`src/rtl/i2c_tgt_status_pkg.sv`:
```
package i2c_tgt_status_pkg;

  // Field positions of the status word; software decodes these.
  localparam int unsigned B_START  = 14;
  localparam int unsigned B_RSTART = 13;
  localparam int unsigned B_IDX_LO = 11;
  localparam int unsigned IDX_W    = 2;
  localparam int unsigned B_STOPI  = 10;
  localparam int unsigned B_GC_LO  = 8;
  localparam int unsigned GC_W     = 2;
  localparam int unsigned B_GC_ANY = 7;
  localparam int unsigned B_BUSY   = 6;
  localparam int unsigned B_NODATA = 5;
  localparam int unsigned B_OVF    = 4;
  localparam int unsigned B_RXB    = 3;
  localparam int unsigned B_TXD    = 2;
  localparam int unsigned B_UDF    = 1;
  localparam int unsigned B_TXE    = 0;
  localparam int unsigned USED_W   = 15;

  typedef enum logic [GC_W-1:0] {
    GC_NONE     = 2'b00,
    GC_RST_PROG = 2'b01,
    GC_PROG     = 2'b10,
    GC_ALT_ID   = 2'b11
  } gc_kind_t;

endpackage

```
`src/rtl/sts_sticky.sv`:
```
module sts_sticky #(
  parameter logic RST_VAL = 1'b0
) (
  input  logic clk,
  input  logic rst,
  input  logic set_i,
  input  logic clr_i,
  output logic q_o,
  output logic nxt_o
);

  always_comb begin
    if (set_i)      nxt_o = 1'b1;
    else if (clr_i) nxt_o = 1'b0;
    else            nxt_o = q_o;
  end

  always_ff @(posedge clk) begin
    if (rst) q_o <= RST_VAL;
    else     q_o <= nxt_o;
  end

  AST_SET_WINS: assert property (@(posedge clk) disable iff (rst)
    set_i |=> q_o);
  AST_CLR_APPLIES: assert property (@(posedge clk) disable iff (rst)
    (clr_i && !set_i) |=> !q_o);

endmodule

```
`src/rtl/sts_tx_empty.sv`:
```
module sts_tx_empty #(
  parameter int unsigned WRITES = 2
) (
  input  logic clk,
  input  logic rst,
  input  logic set_i,
  input  logic wr_i,
  output logic q_o
);

  localparam int unsigned CW = (WRITES < 2) ? 1 : $clog2(WRITES + 1);
  localparam logic [CW-1:0] LAST = CW'(WRITES - 1);

  logic [CW-1:0] cnt_q;

  always_ff @(posedge clk) begin
    if (rst) begin
      q_o   <= 1'b1;
      cnt_q <= '0;
    end else if (set_i) begin
      q_o   <= 1'b1;
      cnt_q <= '0;
    end else if (q_o && wr_i) begin
      if (cnt_q == LAST) begin
        q_o   <= 1'b0;
        cnt_q <= '0;
      end else begin
        cnt_q <= cnt_q + 1'b1;
      end
    end
  end

  AST_TXE_SET: assert property (@(posedge clk) disable iff (rst)
    set_i |=> (q_o && cnt_q == '0));
  AST_TXE_EARLY_WR: assert property (@(posedge clk) disable iff (rst)
    (q_o && !set_i && wr_i && cnt_q != LAST) |=> q_o);
  AST_TXE_LAST_WR: assert property (@(posedge clk) disable iff (rst)
    (q_o && !set_i && wr_i && cnt_q == LAST) |=> !q_o);

endmodule

```
`src/rtl/sts_gc_rec.sv`:
```
module sts_gc_rec
  import i2c_tgt_status_pkg::*;
(
  input  logic     clk,
  input  logic     rst,
  input  logic     gc_i,
  input  gc_kind_t kind_i,
  input  logic     clr_i,
  output gc_kind_t kind_o,
  output logic     any_o,
  output logic     any_nxt_o
);

  always_comb begin
    if (gc_i)       any_nxt_o = 1'b1;
    else if (clr_i) any_nxt_o = 1'b0;
    else            any_nxt_o = any_o;
  end

  always_ff @(posedge clk) begin
    if (rst) begin
      kind_o <= GC_NONE;
      any_o  <= 1'b0;
    end else begin
      any_o <= any_nxt_o;
      if (gc_i)       kind_o <= kind_i;
      else if (clr_i) kind_o <= GC_NONE;
    end
  end

  AST_GC_CLEAR: assert property (@(posedge clk) disable iff (rst)
    (clr_i && !gc_i) |=> (!any_o && kind_o == GC_NONE));
  AST_GC_RECORD: assert property (@(posedge clk) disable iff (rst)
    gc_i |=> (any_o && kind_o == $past(kind_i)));

endmodule

```
`src/rtl/i2c_tgt_status.sv`:
```
module i2c_tgt_status
  import i2c_tgt_status_pkg::*;
#(
  parameter int unsigned STS_W      = 32,
  parameter int unsigned TXE_WRITES = 2
) (
  input  logic             clk,
  input  logic             rst,
  input  logic             ev_start_match,
  input  logic             ev_rstart_match,
  input  logic [1:0]       ev_match_idx,
  input  logic             ev_stop,
  input  logic             ev_gc,
  input  logic [1:0]       ev_gc_kind,
  input  logic             cfg_gc_clr,
  input  logic             eng_busy,
  input  logic             ev_rd_nodata,
  input  logic             ev_rx_ovf,
  input  logic             ev_rx_byte,
  input  logic             rx_data_rd,
  input  logic             rx_flush,
  input  logic             ev_tx_done,
  input  logic             ev_tx_udf,
  input  logic             ev_tx_empty,
  input  logic             tx_data_wr,
  input  logic             sts_rd,
  output logic [STS_W-1:0] sts_rdata,
  output logic             irq
);

  // Sticky flag slots
  localparam int unsigned NSTK     = 8;
  localparam int unsigned K_START  = 0;
  localparam int unsigned K_RSTART = 1;
  localparam int unsigned K_STOPI  = 2;
  localparam int unsigned K_NODATA = 3;
  localparam int unsigned K_OVF    = 4;
  localparam int unsigned K_RXB    = 5;
  localparam int unsigned K_TXD    = 6;
  localparam int unsigned K_UDF    = 7;
  localparam logic [NSTK-1:0] STK_IRQ_MASK = 8'b1111_1100;
  localparam logic [STS_W-1:0] RST_WORD = STS_W'(1);

  gc_kind_t          gc_kind_in;
  gc_kind_t          gc_kind_q;
  logic              gc_any_q;
  logic              gc_any_nxt;
  logic              gc_rst;
  logic              any_match;
  logic              addr_q;
  logic [IDX_W-1:0]  idx_q;
  logic              busy_q;
  logic              txe_q;
  logic [NSTK-1:0]   set_v;
  logic [NSTK-1:0]   clr_v;
  logic [NSTK-1:0]   stk_q;
  logic [NSTK-1:0]   stk_nxt;
  logic [STS_W-1:0]  sts_word;

  assign gc_kind_in = gc_kind_t'(ev_gc_kind);
  assign gc_rst     = ev_gc && (gc_kind_in == GC_RST_PROG);
  assign any_match  = ev_start_match || ev_rstart_match;

  // Addressed-since-START tracker feeding the stop flag
  always_ff @(posedge clk) begin
    if (rst)                     addr_q <= 1'b0;
    else if (any_match)          addr_q <= 1'b1;
    else if (ev_stop || gc_rst)  addr_q <= 1'b0;
  end

  always_ff @(posedge clk) begin
    if (rst)            idx_q <= '0;
    else if (any_match) idx_q <= ev_match_idx;
    else if (gc_rst)    idx_q <= '0;
  end

  always_ff @(posedge clk) begin
    if (rst) busy_q <= 1'b0;
    else     busy_q <= eng_busy;
  end

  // Set and clear triggers of each sticky flag
  always_comb begin
    set_v = '0;
    clr_v = '0;
    set_v[K_START]  = ev_start_match;
    set_v[K_RSTART] = ev_rstart_match;
    set_v[K_STOPI]  = ev_stop && addr_q;
    set_v[K_NODATA] = ev_rd_nodata;
    set_v[K_OVF]    = ev_rx_ovf;
    set_v[K_RXB]    = ev_rx_byte;
    set_v[K_TXD]    = ev_tx_done;
    set_v[K_UDF]    = ev_tx_udf;
    clr_v[K_START]  = ev_stop || sts_rd || gc_rst;
    clr_v[K_RSTART] = ev_stop || sts_rd || gc_rst;
    clr_v[K_STOPI]  = sts_rd || gc_rst;
    clr_v[K_NODATA] = sts_rd || gc_rst;
    clr_v[K_OVF]    = rx_data_rd || gc_rst;
    clr_v[K_RXB]    = rx_data_rd || rx_flush || gc_rst;
    clr_v[K_TXD]    = tx_data_wr || gc_rst;
    clr_v[K_UDF]    = tx_data_wr || gc_rst;
  end

  for (genvar g = 0; g < NSTK; g++) begin : g_flag
    sts_sticky #(.RST_VAL(1'b0)) u_flag (
      .clk   (clk),
      .rst   (rst),
      .set_i (set_v[g]),
      .clr_i (clr_v[g]),
      .q_o   (stk_q[g]),
      .nxt_o (stk_nxt[g])
    );
  end

  sts_tx_empty #(.WRITES(TXE_WRITES)) u_txe (
    .clk   (clk),
    .rst   (rst),
    .set_i (ev_tx_empty || gc_rst),
    .wr_i  (tx_data_wr),
    .q_o   (txe_q)
  );

  sts_gc_rec u_gc (
    .clk       (clk),
    .rst       (rst),
    .gc_i      (ev_gc),
    .kind_i    (gc_kind_in),
    .clr_i     (cfg_gc_clr),
    .kind_o    (gc_kind_q),
    .any_o     (gc_any_q),
    .any_nxt_o (gc_any_nxt)
  );

  // Word assembly; upper bits stay zero
  always_comb begin
    sts_word = '0;
    sts_word[B_START]               = stk_q[K_START];
    sts_word[B_RSTART]              = stk_q[K_RSTART];
    sts_word[B_IDX_LO +: IDX_W]     = idx_q;
    sts_word[B_STOPI]               = stk_q[K_STOPI];
    sts_word[B_GC_LO +: GC_W]       = gc_kind_q;
    sts_word[B_GC_ANY]              = gc_any_q;
    sts_word[B_BUSY]                = busy_q;
    sts_word[B_NODATA]              = stk_q[K_NODATA];
    sts_word[B_OVF]                 = stk_q[K_OVF];
    sts_word[B_RXB]                 = stk_q[K_RXB];
    sts_word[B_TXD]                 = stk_q[K_TXD];
    sts_word[B_UDF]                 = stk_q[K_UDF];
    sts_word[B_TXE]                 = txe_q;
  end

  always_ff @(posedge clk) begin
    if (rst) begin
      sts_rdata <= RST_WORD;
      irq       <= 1'b0;
    end else begin
      if (sts_rd) sts_rdata <= sts_word;
      irq <= (|(stk_nxt & STK_IRQ_MASK)) || gc_any_nxt;
    end
  end

  AST_STOP_AFTER_MATCH: assert property (@(posedge clk) disable iff (rst)
    (ev_stop && addr_q) |=> sts_word[B_STOPI]);
  AST_GCRST_DEFAULTS: assert property (@(posedge clk) disable iff (rst)
    (gc_rst && !any_match) |=> (sts_word[B_TXE] && sts_word[B_IDX_LO +: IDX_W] == '0));
  AST_BUSY_FOLLOWS: assert property (@(posedge clk) disable iff (rst)
    eng_busy |=> sts_word[B_BUSY]);
  AST_IRQ_QUIET: assert property (@(posedge clk) disable iff (rst)
    (sts_word[B_STOPI +: 1] == 1'b0 && !gc_any_q && sts_word[B_NODATA:B_UDF] == '0) |-> !irq);

endmodule

```
`config.mk`:
```
export PLATFORM = sky130hd
export DESIGN_NAME = i2c_tgt_status
export DESIGN_NICKNAME = d
export VERILOG_FILES = /design/src/rtl/i2c_tgt_status_pkg.sv /design/src/rtl/sts_sticky.sv /design/src/rtl/sts_tx_empty.sv /design/src/rtl/sts_gc_rec.sv /design/src/rtl/i2c_tgt_status.sv
export SDC_FILE = /design/constraint.sdc
export NUM_CORES = 1
export LEC_CHECK = 0
export BUFFER_PORTS_ARGS = -buffer_cell sky130_fd_sc_hd__buf_2
export CAP_MARGIN = 20
export CORE_MARGIN = 2
export CORE_UTILIZATION = 23
export CTS_CLUSTER_DIAMETER = 80
export CTS_CLUSTER_SIZE = 16
export DETAILED_ROUTE_END_ITERATION = 8
export GPL_TIMING_DRIVEN = 0
export SLEW_MARGIN = 20
export SYNTH_ARGS = -nofsm -noshare
export SYNTH_HDL_FRONTEND = slang
export SYNTH_SLANG_ARGS = --single-unit
```
`constraint.sdc`:
```
create_clock -name clk -period 1.1 [get_ports clk]
set_clock_uncertainty 0.15 [all_clocks]
set_input_delay 0.22 -clock clk [delete_from_list [all_inputs] [get_ports clk]]
set_output_delay 0.22 -clock clk [all_outputs]
set_load 0.03 [all_outputs]
```
==> impl_metrics.csv <==
group,metric,value,unit
run_status,status,"finished with violations",
run_status,violations,"setup timing",
clock_network,htreeDepth,2,
global_route,grt_util_met3,0.0402,
clock_network,cts.reportedPaths.clkPinSlew,70,ps
pwr,power_frac_seq,0.488,
clock_network,cts_tree,"built",
timing,final.min_clock_period,1110,ps
die,die_area,6760,um2
setup_path,crit_chain,"buf_6",
min_path,hp-class,"input port to flop",
logic_synthesis,avgSynthCellArea,9.45,um2
setup_path,critPathTopFamily,"flip-flops",
logic_synthesis,syn_area,1410,um2
logic_synthesis,synth_edf_count,0,
job,max_cap_violations,0,
cells_and_area,area_growth,40.9,%
logic_synthesis,synth_cell_types,30,
die,ios,55,
cells_and_area,ff_latch_area,706,um2
route,drc,0,
placement,place.detailed.instances,276,
clock_network,cts-root-buf,"clkbuf_8",
setup_path,critical-path-slowest-cell,"dfxtp_2",
global_route,top_usage_layer,"met2",
logic_synthesis,synth_largest_area_cell,"dfxtp_1",
setup_path,cp.arrival,740,ps
pwr,p_per_area,1380,nW/um2
placement,place_congestion,0.702,
route,vias,1171,
setup_path,critPathMaxFanout,2,
route,antenna_left,0,
global_route,grt_pass1_wl,5020,um
clock_network,clkLatencyLatePin,280,ps
logic_synthesis,syn_inst,149,
placement,hpwlAfterDp,2380,um
die,die_h,82.2,um
cells_and_area,final_util,0.335,
cells_and_area,diodes,0,
global_route,grt_max_degree,11,
timing,rsz0062_at_grt,"true",
logic_synthesis,seq_area_frac_synth,0.484,
placement,io_buffers,36,
setup_path,critPathBufInv,1,
setup_path,path_class,"flop to output port",
clock_network,numCtsBuffers,5,
cells_and_area,nNetsFinal,233,
cells_and_area,n_fill_cell,620,
pwr,leakagePower,0.942,nW
logic_synthesis,synth.top_cell.area_share,0.484,
pwr,power.internal,2.00,mW
route,firstDrtPassIters,4,
timing,setup_viol,15,
die,placementRows,28,
setup_path,r2r_cells,3,
logic_synthesis,yosys-top-cells-area,"dfxtp_1 48%, mux2i_1 10%, buf_4 9.6%",
setup_path,endpoint,"sts_rdata[5]",
die,core_area,5920,um2
logic_synthesis,synth_top_flop_cell,"dfxtp_1",
pwr,p_switching,737,uW
logic_synthesis,ys_top_cells_by_count,"34 x dfxtp_1, 27 x nor2_1, 18 x buf_4",
setup_path,critical_path_required,730,ps
timing,worst_slack,-14.0,ps
global_route,overflow,0,
setup_path,crit_start,"sts_rdata[5]",
setup_path,slowest_delay,340,ps
cells_and_area,multi_input_area,598,um2
pwr,pwr-share-clk,0.344,
pwr,p_sw_frac,0.269,
route,routed_wl,3180,um
timing,finalCritPeriodShare,1.01,
logic_synthesis,yosysWarnings,0,
global_route,met1_usage,0.117,
pwr,ir_drop,0.569,mV
route,viasPerCell,4.08,
route,drtIter0Drc,72,
global_route,gr-usage-all-layers,0.102,
cells_and_area,drive_above_1_share,0.420,
clock_network,clock_sinks,34,
timing,finalMaxSlewViolations,0,
die,fp.dieW,82.2,um
timing,max_freq,898,MHz
pwr,combPwrFrac,0.167,
logic_synthesis,ys_ff_latch,34,
cells_and_area,stdcell_count,287,
global_route,antenna_found_initial,0,
global_route,met2_usage,0.167,
global_route,grt_pass1_vias,1098,
clock_network,clk_path_buf_depth,2,
route,wire_per_inst,11.1,um
die,initial_core_util,0.238,
timing,timing.slew.headroom,0.644,
setup_path,startpoint_type,"flop",
setup_path,endpoint_kind,"output port",
setup_path,r2r_slack,60,ps
setup_path,reg2reg_from,"g_flag[7].u_flag.q_o",
setup_path,cp.depth,1,
timing,hold_viol_final,0,
setup_path,r2r_end,"irq",
logic_synthesis,synth.most_common_cell,"dfxtp_1",
timing,worst_pin_slew,534,ps
logic_synthesis,async_reset_ff_frac,0,
through the flow:
| step | hold slack [ps] | setup slack [ps] | total power, mW | setup TNS [ps] | cell area, um2 |
|---|---|---|---|---|---|
| final | 9.97 | -14.0 | 2.74 | -130 | 1980 |
| after CTS | 3.89 | -30.1 | 2.78 | -360 | 1980 |
| after detailed placement | 282 | -124 | 1.77 | -1410 | 1740 |
| after global routing | 6.25 | -49.7 | 2.87 | -670 | 1980 |
| after global placement | 290 | -122 | 1.77 | -1210 | 1740 |
| after floorplan | 142 | 60.3 | 1.66 | 0 | 1470 |
power groups by stage:
stage / clock [mW] / combinational, mW / sequential (mW)
after floorplan: 0 / 0.266 / 1.39
after global placement: 0 / 0.419 / 1.35
after detailed placement: 0 / 0.423 / 1.35
after CTS: 0.985 / 0.460 / 1.33
after global routing: 1.03 / 0.498 / 1.34
final: 0.942 / 0.458 / 1.34
repair_timing:
action / CTS / global route
resized for setup: 49 / 3
setup endpoints to repair: 16 / 17
buffers inserted: 2 / 0
cloned: 0 / 0
pin swaps: 0 / 4
hold buffers: 1 / 0
endpoints found under the hold margin: 1 / 0
cell usage in the layout (no fill, tap or decap), types with 6 or more instances in the layout:
cell type	n
nor2_1	27
buf_2	21
buf_4	20
dfxtp_2	20
buf_6	18
conb_1	17
mux2i_1	14
dfxtp_1	14
a21oi_1	6
clkbuf_8	6
flip-flops by register name, summed over array words and instances, names as in the netlist:
signal and flops:
sts_rdata 15, g_flag.u_flag.q_o 8, idx_q 2, u_gc.kind_o 2, u_txe.cnt_q 2, addr_q 1
busy_q 1, irq 1, u_gc.any_o 1, u_txe.q_o 1
cell families after synthesis:
kind of cell           after synthesis  synth area share
AND/OR/NAND/NOR                     49             0.162
flip-flops                          34             0.484
buffers and inverters               28             0.134
AO/OA/AOI/OAI                       22             0.112
multiplexers                        14            0.0996
XOR/XNOR                             1           0.00622
other                                1           0.00266
cell type report:
| type | count | area share |
|---|---|---|
| plain buffers | 23 | 0.0858 |
| clock buffers | 7 | 0.0435 |
| clock inverters | 1 | 0.00252 |
| inverters | 5 | 0.00946 |
| multi-input cells | 103 | 0.302 |
| flip-flops and latches | 34 | 0.356 |
| well taps | 75 | 0.0473 |
| repair buffers | 39 | 0.154 |
routing by layer:
layer	share of wire	vias to the layer above	wire (um)
li1	-	593	-
met5	0	-	0
met2	0.46	47	1480
met4	0.013	0	40
met1	0.43	526	1370
met3	0.091	5	288
worst min-delay path by stage:
stage,start,to,slack [ps],cells after the start
2_1_floorplan,rst,busy_q,140,1
3_3_place_gp,ev_tx_empty,u_txe.q_o,290,3
3_5_place_dp,ev_tx_empty,u_txe.q_o,280,3
4_1_cts,ev_tx_done,g_flag[6].u_flag.q_o,4,3
5_1_grt,rst,busy_q,6,2
6_report,ev_tx_empty,u_txe.q_o,10,3
Power figures use the tool's default switching activity.
